[src/rtl/otp_march_pkg.sv]
package otp_march_pkg;

    typedef enum logic [2:0] {
        PH_IDLE   = 3'd0,
        PH_SEL    = 3'd1,
        PH_SETTLE = 3'd2,
        PH_SENSE  = 3'd3,
        PH_CAPT   = 3'd4
    } phase_t;

    typedef logic [1:0] elem_t;

    localparam elem_t LAST_ELEM = 2'd2;

    // Pseudo-programmed access: second op of element 0, first op of element 1.
    function automatic logic op_is_pseudo(elem_t e, logic op);
        return ((e == 2'd0) && op) || ((e == 2'd1) && !op);
    endfunction

    // Element 2 performs one op per cell, the others two.
    function automatic logic op_is_last(elem_t e, logic op);
        return (e == LAST_ELEM) ? 1'b1 : op;
    endfunction

    function automatic logic elem_descends(elem_t e);
        return e == 2'd1;
    endfunction

    function automatic logic phase_open(phase_t p);
        return (p == PH_SEL) || (p == PH_SETTLE) || (p == PH_SENSE);
    endfunction

endpackage

[src/rtl/march_seq.sv]
module march_seq
    import otp_march_pkg::*;
#(
    parameter int ROWS = 4,
    parameter int COLS = 4,
    parameter int RW   = 2,
    parameter int CW   = 2
) (
    input  logic          clk,
    input  logic          rst,
    input  logic          start,
    input  logic          halt,
    output phase_t        phase,
    output logic [RW-1:0] row,
    output logic [CW-1:0] col,
    output elem_t         elem,
    output logic          op,
    output logic          done,
    output logic          clear
);
    localparam logic [RW-1:0] ROW_LAST = RW'(ROWS - 1);
    localparam logic [CW-1:0] COL_LAST = CW'(COLS - 1);

    logic desc;
    logic cell_last;
    logic next_desc;

    assign clear     = (phase == PH_IDLE) && start;
    assign desc      = elem_descends(elem);
    assign next_desc = elem_descends(elem + 2'd1);
    assign cell_last = desc ? ((row == '0) && (col == '0))
                            : ((row == ROW_LAST) && (col == COL_LAST));

    always_ff @(posedge clk) begin
        if (rst) begin
            phase <= PH_IDLE;
            row   <= '0;
            col   <= '0;
            elem  <= '0;
            op    <= 1'b0;
            done  <= 1'b0;
        end else begin
            case (phase)
                PH_IDLE: begin
                    if (start) begin
                        phase <= PH_SEL;
                        row   <= '0;
                        col   <= '0;
                        elem  <= '0;
                        op    <= 1'b0;
                        done  <= 1'b0;
                    end
                end
                PH_SEL:    phase <= PH_SETTLE;
                PH_SETTLE: phase <= PH_SENSE;
                PH_SENSE:  phase <= PH_CAPT;
                PH_CAPT: begin
                    if (halt) begin
                        phase <= PH_IDLE;
                        done  <= 1'b1;
                    end else if (!op_is_last(elem, op)) begin
                        op    <= 1'b1;
                        phase <= PH_SEL;
                    end else begin
                        op <= 1'b0;
                        if (cell_last) begin
                            if (elem == LAST_ELEM) begin
                                phase <= PH_IDLE;
                                done  <= 1'b1;
                            end else begin
                                elem  <= elem + 2'd1;
                                row   <= next_desc ? ROW_LAST : '0;
                                col   <= next_desc ? COL_LAST : '0;
                                phase <= PH_SEL;
                            end
                        end else begin
                            phase <= PH_SEL;
                            if (desc) begin
                                if (col == '0) begin
                                    col <= COL_LAST;
                                    row <= row - 1'b1;
                                end else begin
                                    col <= col - 1'b1;
                                end
                            end else begin
                                if (col == COL_LAST) begin
                                    col <= '0;
                                    row <= row + 1'b1;
                                end else begin
                                    col <= col + 1'b1;
                                end
                            end
                        end
                    end
                end
                default: phase <= PH_IDLE;
            endcase
        end
    end

    assert_sel_to_settle_R2: assert property (@(posedge clk) disable iff (rst)
        (phase == PH_SEL) |=> (phase == PH_SETTLE));
    assert_settle_to_sense_R2: assert property (@(posedge clk) disable iff (rst)
        (phase == PH_SETTLE) |=> (phase == PH_SENSE));
    assert_sense_to_capt_R2: assert property (@(posedge clk) disable iff (rst)
        (phase == PH_SENSE) |=> (phase == PH_CAPT));
    assert_addr_held_R2: assert property (@(posedge clk) disable iff (rst)
        phase_open(phase) |=> ($stable(row) && $stable(col) && $stable(op)));
    assert_done_held_R10: assert property (@(posedge clk) disable iff (rst)
        (done && !start) |=> done);
    assert_busy_start_ignored_R10: assert property (@(posedge clk) disable iff (rst)
        (phase_open(phase) && start) |=> !done);

endmodule

[src/rtl/march_sel_decode.sv]
module march_sel_decode
    import otp_march_pkg::*;
#(
    parameter int ROWS = 4,
    parameter int COLS = 4,
    parameter int RW   = 2,
    parameter int CW   = 2
) (
    input  logic            clk,
    input  logic            rst,
    input  phase_t          phase,
    input  logic [RW-1:0]   row,
    input  logic [CW-1:0]   col,
    input  elem_t           elem,
    input  logic            op,
    output logic [ROWS-1:0] row_sel_n,
    output logic [COLS-1:0] wr_gate,
    output logic [COLS-1:0] rd_gate,
    output logic            sa_en,
    output logic            exp_val
);
    logic open_win;
    logic pseudo;

    assign open_win = phase_open(phase);
    assign pseudo   = op_is_pseudo(elem, op);
    assign sa_en    = (phase == PH_SENSE);
    assign exp_val  = pseudo;

    for (genvar r = 0; r < ROWS; r++) begin : g_row
        assign row_sel_n[r] = !(open_win && (row == RW'(r)));
    end

    for (genvar c = 0; c < COLS; c++) begin : g_col
        assign rd_gate[c] = open_win && (col == CW'(c));
        assign wr_gate[c] = open_win && pseudo && (col == CW'(c));
    end

    assert_one_row_R7: assert property (@(posedge clk) disable iff (rst)
        $onehot0(~row_sel_n));
    assert_one_col_R7: assert property (@(posedge clk) disable iff (rst)
        $onehot0(rd_gate));
    assert_sense_has_row_R2: assert property (@(posedge clk) disable iff (rst)
        sa_en |-> ($countones(~row_sel_n) == 1) && ($countones(rd_gate) == 1));
    assert_capture_released_R2: assert property (@(posedge clk) disable iff (rst)
        (phase == PH_CAPT) |-> (&row_sel_n && (rd_gate == '0) && (wr_gate == '0)));

endmodule

[src/rtl/march_fail_log.sv]
module march_fail_log
    import otp_march_pkg::*;
#(
    parameter int RW = 2,
    parameter int CW = 2
) (
    input  logic          clk,
    input  logic          rst,
    input  logic          clear,
    input  phase_t        phase,
    input  logic          sense_data,
    input  logic          exp_val,
    input  logic [RW-1:0] row,
    input  logic [CW-1:0] col,
    input  elem_t         elem,
    output logic          mismatch,
    output logic          fail,
    output logic [RW-1:0] fail_row,
    output logic [CW-1:0] fail_col,
    output elem_t         fail_elem,
    output logic          fail_exp
);
    assign mismatch = (phase == PH_CAPT) && (sense_data != exp_val);

    always_ff @(posedge clk) begin
        if (rst || clear) begin
            fail      <= 1'b0;
            fail_row  <= '0;
            fail_col  <= '0;
            fail_elem <= '0;
            fail_exp  <= 1'b0;
        end else if (mismatch && !fail) begin
            fail      <= 1'b1;
            fail_row  <= row;
            fail_col  <= col;
            fail_elem <= elem;
            fail_exp  <= exp_val;
        end
    end

    assert_fail_sticky_R8: assert property (@(posedge clk) disable iff (rst)
        (fail && !clear) |=> fail);
    assert_record_frozen_R8: assert property (@(posedge clk) disable iff (rst)
        (fail && !clear) |=> ($stable(fail_row) && $stable(fail_col)
                              && $stable(fail_elem) && $stable(fail_exp)));
    assert_mismatch_records_R8: assert property (@(posedge clk) disable iff (rst)
        (mismatch && !clear) |=> fail);
    assert_clear_R11: assert property (@(posedge clk) disable iff (rst)
        clear |=> !fail);

endmodule

[src/rtl/otp_march_bist.sv]
module otp_march_bist
    import otp_march_pkg::*;
#(
    parameter int ROWS = 4,
    parameter int COLS = 4,
    localparam int RW  = (ROWS > 1) ? $clog2(ROWS) : 1,
    localparam int CW  = (COLS > 1) ? $clog2(COLS) : 1
) (
    input  logic            clk,
    input  logic            rst,
    input  logic            start,
    input  logic            stop_on_fail,
    input  logic            hv_req,
    input  logic            sense_data,
    output logic [ROWS-1:0] row_sel_n,
    output logic [COLS-1:0] wr_gate,
    output logic [COLS-1:0] rd_gate,
    output logic            sa_en,
    output logic            hv_sel,
    output logic            done,
    output logic            pass,
    output logic            fail,
    output logic [RW-1:0]   fail_row,
    output logic [CW-1:0]   fail_col,
    output logic [1:0]      fail_elem,
    output logic            fail_exp
);
    phase_t        phase;
    logic [RW-1:0] row;
    logic [CW-1:0] col;
    elem_t         elem;
    logic          op;
    logic          clear;
    logic          mismatch;
    logic          halt;
    logic          exp_val;

    assign halt   = mismatch && stop_on_fail;
    assign hv_sel = hv_req && (phase == PH_IDLE);
    assign pass   = done && !fail;

    march_seq #(.ROWS(ROWS), .COLS(COLS), .RW(RW), .CW(CW)) u_seq (
        .clk   (clk),
        .rst   (rst),
        .start (start),
        .halt  (halt),
        .phase (phase),
        .row   (row),
        .col   (col),
        .elem  (elem),
        .op    (op),
        .done  (done),
        .clear (clear)
    );

    march_sel_decode #(.ROWS(ROWS), .COLS(COLS), .RW(RW), .CW(CW)) u_dec (
        .clk       (clk),
        .rst       (rst),
        .phase     (phase),
        .row       (row),
        .col       (col),
        .elem      (elem),
        .op        (op),
        .row_sel_n (row_sel_n),
        .wr_gate   (wr_gate),
        .rd_gate   (rd_gate),
        .sa_en     (sa_en),
        .exp_val   (exp_val)
    );

    march_fail_log #(.RW(RW), .CW(CW)) u_log (
        .clk        (clk),
        .rst        (rst),
        .clear      (clear),
        .phase      (phase),
        .sense_data (sense_data),
        .exp_val    (exp_val),
        .row        (row),
        .col        (col),
        .elem       (elem),
        .mismatch   (mismatch),
        .fail       (fail),
        .fail_row   (fail_row),
        .fail_col   (fail_col),
        .fail_elem  (fail_elem),
        .fail_exp   (fail_exp)
    );

    assert_no_hv_in_test_R6: assert property (@(posedge clk) disable iff (rst)
        (phase != PH_IDLE) |-> !hv_sel);
    assert_halt_ends_run_R9: assert property (@(posedge clk) disable iff (rst)
        halt |=> done);

endmodule

[config.mk]
export PLATFORM = sky130hd
export DESIGN_NAME = otp_march_bist
export DESIGN_NICKNAME = d
export VERILOG_FILES = /design/src/rtl/otp_march_pkg.sv /design/src/rtl/march_seq.sv /design/src/rtl/march_sel_decode.sv /design/src/rtl/march_fail_log.sv /design/src/rtl/otp_march_bist.sv
export SDC_FILE = /design/constraint.sdc
export NUM_CORES = 1
export LEC_CHECK = 0
export ABC_AREA = 1
export CAP_MARGIN = 20
export CORE_MARGIN = 2
export CORE_UTILIZATION = 48
export DETAILED_ROUTE_END_ITERATION = 6
export PLACE_DENSITY = 0.85
export SETUP_SLACK_MARGIN = 0.4
export SLEW_MARGIN = 20
export SYNTH_ARGS = -nofsm -noshare
export SYNTH_HDL_FRONTEND = slang
export SYNTH_SLANG_ARGS = --single-unit
[constraint.sdc]
create_clock -name clk -period 2.19 [get_ports clk]
set_clock_uncertainty 0.1 [all_clocks]
set_input_delay 0.657 -clock clk [delete_from_list [all_inputs] [get_ports clk]]
set_output_delay 0.657 -clock clk [all_outputs]
set_load 0.01 [all_outputs]
Word level (Yosys, flattened, before mapping)
Index checks and enable logic that the tools add are counted.
{"block": "word_totals", "ff_bits": 19, "input_bits": 6, "wordCells": 123}
{"block": "classes", "n_addsub": 5, "n_reduce_logical": 43, "mux": 39, "n_eq_ne": 25}
{"op": "$mux 2", "n": 19}
{"op": "$logic_and 1x1->1", "n": 23}
{"op": "$pmux 3 s5", "n": 1}
{"op": "$ne 3x3->1 const B", "n": 4}
{"op": "$pmux 2 s2", "n": 3}
{"op": "$mux 1", "n": 11}
{"op": "$eq 2x2->1 const B", "n": 5}
{"op": "$ne 2x2->1 const B", "n": 5}
{"op": "$reduce_and 5->1", "n": 2}
{"op": "$mux 3", "n": 3}
{"op": "$eq 2x1->1 const B", "n": 4}
{"op": "$ne 4x4->1 const B", "n": 2}
{"op": "$reduce_and 7->1", "n": 1}
{"op": "$add 2x1->2 const B", "n": 3}
{"op": "$eq 3x2->1 const B", "n": 2}
{"op": "$logic_not 1->1", "n": 6}
{"op": "$logic_not 2->1", "n": 3}
{"op": "$reduce_and 6->1", "n": 1}
{"op": "$logic_or 1x1->1", "n": 4}
{"op": "$pmux 1 s2", "n": 2}
{"op": "$sub 2x1->2 const B", "n": 2}
{"op": "$eq 3x1->1 const B", "n": 1}
{"op": "$eq 3x3->1 const B", "n": 1}
{"op": "$logic_not 3->1", "n": 1}
{"op": "3 further kinds", "n": 3}

Depth between registers and ports, before layout
{"block": "logic_depth", "ltp_word": 8, "mapped_depth": 11, "depth_no_buf": 11}

Modules after synthesis
Synthesis repeated with hierarchy kept, for this count alone.
{"block": "unflattened", "cells_unflattened": 229, "hier_area_um2": 1406.3}
{"mod": "march_seq", "cells_each": 113, "n_inst": 1, "area_per_inst_um2": 747.0}
{"mod": "march_fail_log", "cells_each": 69, "n_inst": 1, "area_per_inst_um2": 452.9}
{"mod": "march_sel_decode", "cells_each": 37, "n_inst": 1, "area_per_inst_um2": 168.9}
{"mod": "otp_march_bist", "cells_each": 10, "n_inst": 1, "area_per_inst_um2": 37.5}

Worst setup path before layout
OpenSTA, ideal clock, no wires.
{"block": "synth_path", "kind": "reg2out", "startpoint": "register u_seq.elem[0]", "endpoint": "output port wr_gate[0]", "arrival_ps": 1003, "stages_incl_launch_ff": 7, "n_path_buf": 0, "required_ps": 1433, "slack_ps": 430, "cell_sequence": "dfxtp_1 > inv_1 > ha_1 > nand2_1 > nand2_1 > nand2_1 > nor2_1"}
{"block": "synth_between", "elab_chain_len": 5, "word_cells_on_any_way": 7}
{"item": "start: declaration", "line_no": "march_seq.sv:16", "rtl": "output elem_t elem,"}
{"item": "start signal: assignment", "line_no": "march_seq.sv:71", "rtl": "elem <= elem + 2'd1;"}
{"item": "$eq 2x1->1 / $logic_not 2->1 (equally long branches)", "line_no": "otp_march_pkg.sv:17", "rtl": "return ((e == 2'd0) && op) || ((e == 2'd1) && !op);"}
{"item": "$logic_and 1x1->1", "line_no": "otp_march_pkg.sv:17"}
{"item": "$logic_or 1x1->1 (*)", "line_no": "otp_march_pkg.sv:17"}
{"item": "$logic_and 1x1->1 (*) (2 in series)", "line_no": "march_sel_decode.sv:36", "rtl": "assign wr_gate[c] = open_win && pseudo && (col == CW'(c));"}
{"item": "end: declaration", "line_no": "otp_march_bist.sv:16", "rtl": "output logic [COLS-1:0] wr_gate,"}
Mark *: on every way between the ends. The rest lies on a longest branch, timed or not.

Worst setup path after layout
{"block": "layout_path", "startpoint": "register u_seq.elem[1]", "endpoint": "register u_seq.row[0]"}
{"block": "layout_between", "elab_chain_len": 8, "word_cells_on_any_way": 26}
{"item": "$add 2x1->2, or another cell as far along", "line_no": "march_seq.sv:30", "rtl": "assign next_desc = elem_descends(elem + 2'd1);"}
{"item": "$eq 2x1->1 / $logic_and 1x1->1 (equally long branches)", "line_no": "otp_march_pkg.sv:26, otp_march_pkg.sv:17"}
{"item": "$mux 2 / $logic_or 1x1->1 (equally long branches)", "line_no": "march_seq.sv:72, otp_march_pkg.sv:17"}
{"item": "$mux 2 / $ne 1x1->1 (equally long branches)", "line_no": "march_seq.sv:67, march_fail_log.sv:23"}
{"item": "$mux 2 / $logic_and 1x1->1 (equally long branches)", "line_no": "march_seq.sv:66, march_fail_log.sv:23"}
{"item": "$mux 2 / $logic_and 1x1->1 (equally long branches)", "line_no": "march_seq.sv:61, otp_march_bist.sv:38"}
{"item": "$mux 2 / $ne 2x2->1 (equally long branches)"}
{"item": "$pmux 2 s2 / $reduce_and 7->1 (equally long branches)"}
{"item": "end signal: assignment", "line_no": "march_seq.sv:72", "rtl": "row <= next_desc ? ROW_LAST : '0;"}
{"item": "end signal: assignment", "line_no": "march_seq.sv:81", "rtl": "row <= row - 1'b1;"}
{"item": "end signal: assignment", "line_no": "march_seq.sv:88", "rtl": "row <= row + 1'b1;"}
{"item": "end: declaration", "line_no": "march_seq.sv:14", "rtl": "output logic [RW-1:0] row,"}
Parallel ways exist; a longest one is shown, timed or not. The select of a mux whose other input is x is not followed.
A chain may end at the register's enable or synchronous reset.

==> flow_metrics.tcl <==
set metrics [dict create \
    ctsRootBufferMaster "clkbuf_4" \
    slowest_delay_ps 360 \
    clk_latency_ps 310 \
    setup_viol 0 \
    async_flop_share 0 \
    layout-drive-gt1-share 0.558 \
    hpwl_um 2370 \
    ir_worst_vdd_mv 0.479 \
    worstSetupPathType "reg2reg" \
    htreeDepth 1 \
    first_iter_violations 89 \
    die_area_sq_um 2940 \
    setup_slack_ps 37.4 \
    wl_um 5270 \
    viasPerCell 5.95 \
    crit_fanout 5 \
    slew_violations 0 \
    fp-row-count 18 \
    synth-edff-count 0 \
    syn_area_sq_um 1210 \
    drtAntennaViolNets 0 \
    synth_seq_cells 19 \
    synthDistinctLibCells 27 \
    clockBufferDepth 2 \
    multiInputGateArea_sq_um 1040 \
    io_pins 30 \
    nNetsFinal 261 \
    yosysMostFrequentCell "nand2_1" \
    die_y_um 54.3 \
    grt_pass1_wl_um 6100 \
    min_period_ps 2150 \
    diodes 0 \
    tns_ps 0 \
    yosysSeqAreaShare 0.314 \
    netlist.area_leader.share 0.314 \
    slew_headroom 0.717 \
    antenna_found_initial 0 \
    place_ws_ps -340 \
    grt.overflow.total 0 \
    tightest_slew_ps 420 \
    cts.sinks 19 \
    crit_required_ps 2310 \
    hold_violations 0 \
    synth_nets 188 \
    grt_max_degree 12 \
    rrSetupSlack_ps 40 \
    dr.pass1.iters 7 \
    cp-end-kind "flop" \
    fillers 108 \
    hold_path.class "reg2reg" \
    die_w_um 54.3 \
    grt_pass1_vias 1323 \
    crit_arrival_ps 2270 \
    initial_core_util 0.498 \
    final_cells 272 \
    clkTransAtPathRegs_ps 130 \
    grtUsageTotal 0.303 \
    area_growth_syn_to_layout_pct 78.9 \
    wl_per_cell_um 19.4 \
    fmax_ghz 0.465 \
    place.port_buffers 29 \
    seq_area_sq_um 404 \
    synthCells 170 \
    syn_area_per_cell_sq_um 7.13 \
    cts_inserted_buffers 3 \
    fin_crit_sh 0.983 \
    p_per_area_nw_per_um2 550 \
    p_total_mw 1.19 \
    yosys-top-cells-count "nand2_1, nor2_1, inv_1" \
    yosys_warnings 0 \
    outcome "finished, final reports clean" \
    dp_cells 243 \
    routed-via-count 1618 \
    yosys.area.top_type "dfxtp_1" \
    cpMaxStageDelayCell "dfxtp_2" \
    leakagePower_nw 1.04 \
    drc 0 \
    cts_tree "done" \
    cp_cell_sequence "inv_4 > ha_4 > nand2_4 > buf_4 > buf_6 > buf_4 > buf_4 > buf_6 > nand3_4 > nand4_4 > nand3_2 > nand2_1 > nand2_1 > nor2_1" \
    crit_path_start_kind "flop" \
    drv_cap 0 \
    core_sq_um 2430 \
    synth_area_leaders "dfxtp_1, ha_1, nand2_1" \
    rsz0062_at_grt "yes" \
    synthFlopType "dfxtp_1" \
    crit_top_cell "buf_4" \
    gp_congestion 0.854 \
]
[through the flow]
stage,utilization,area [sq um],hold slack (ps)
global route,0.892,2170,417
floorplan,-,1210,382
finish,0.892,2170,394
CTS,0.819,1990,388
detailed placement,0.675,1640,374
global placement,0.675,1640,359
[flip-flops by register name, indices dropped and copies added (netlist names)]
register,count
u_log.fail_row,2
u_log.fail,1
u_seq.col,2
u_seq.done,1
u_log.fail_exp,1
u_seq.elem,2
u_log.fail_elem,2
u_seq.phase,3
u_log.fail_col,2
u_seq.op,1
u_seq.row,2
[worst max-delay path: cells and delay by family (launching register included)]
family        cells  cell delay [ps]
fa+ha+maj         1              170
buf+inv           6              660
flops             1              360
simple gates      7              760
[repair_timing]
action,4_1_cts,5_1_grt
pin swaps,22,17
buffers inserted,19,4
endpoints found under the setup margin,35,32
resized for setup,140,44
hold buffers,0,0
gates cloned,2,0
[cell type report]
type | instances | share of cell area
Sequential cell | 19 | 0.186
Clock inverter | 1 | 0.00231
Inverter | 25 | 0.0542
Multi-Input combinational cell | 126 | 0.479
Clock buffer | 3 | 0.0104
Tap cell | 30 | 0.0173
Timing Repair inverter | 1 | 0.00173
Timing Repair Buffer | 67 | 0.249
[cells in the final DEF (no fill, tap or decap), types with 3 or more instances in the layout]
master,count
dfxtp_1,10
nand2_4,13
dfxtp_4,5
nand3_2,3
a21oi_2,3
inv_2,5
buf_6,11
nor2_4,4
buf_2,10
inv_4,5
nand2_1,16
buf_4,31
inv_1,13
clkdlybuf4s50_1,4
dlygate4sd2_1,10
nand2_2,12
nand4_4,3
a21oi_1,10
dfxtp_2,4
clkbuf_4,3
nand3_4,3
o21ai_2,3
o21ai_1,3
nor2_1,22
o21ai_0,4
ha_4,6
ha_1,5
[report_power, final]
part           leakage [nW]  total, mW  internal [mW]  switching, mW
Combinational         0.863      0.595          0.273          0.322
Sequential            0.160      0.402          0.371         0.0314
Clock                0.0177      0.197         0.0682          0.129
Total                  1.04       1.19          0.712          0.482
[kinds of logic after synthesis]
kind of cell / Yosys count / synth area share
AOI/OAI and AO/OA: 27 / 0.115
and+or+nand+nor: 85 / 0.349
DFF: 19 / 0.314
xor gates and xnor gates: 1 / 0.00723
adders and majority gates: 12 / 0.124
buffers and inverters: 26 / 0.0918
[layer usage]
| metal | share of wire | global-route usage | routed length (um) |
|---|---|---|---|
| met5 | 0 | 0 | 0 |
| met4 | 0.057 | 0.208 | 299 |
| met3 | 0.075 | 0.0738 | 396 |
| met2 | 0.50 | 0.542 | 2650 |
| met1 | 0.37 | 0.306 | 1930 |
[path summary, 6_finish.rpt]
path                  from      endpoint  cells after the start
max reg2reg  u_seq.elem[1]  u_seq.row[0]                     14
min             u_seq.done    u_seq.done                      2
min reg2reg     u_seq.done    u_seq.done                      2
max          u_seq.elem[1]  u_seq.row[0]                     14
No activity file was read; power rests on OpenSTA's default activity.
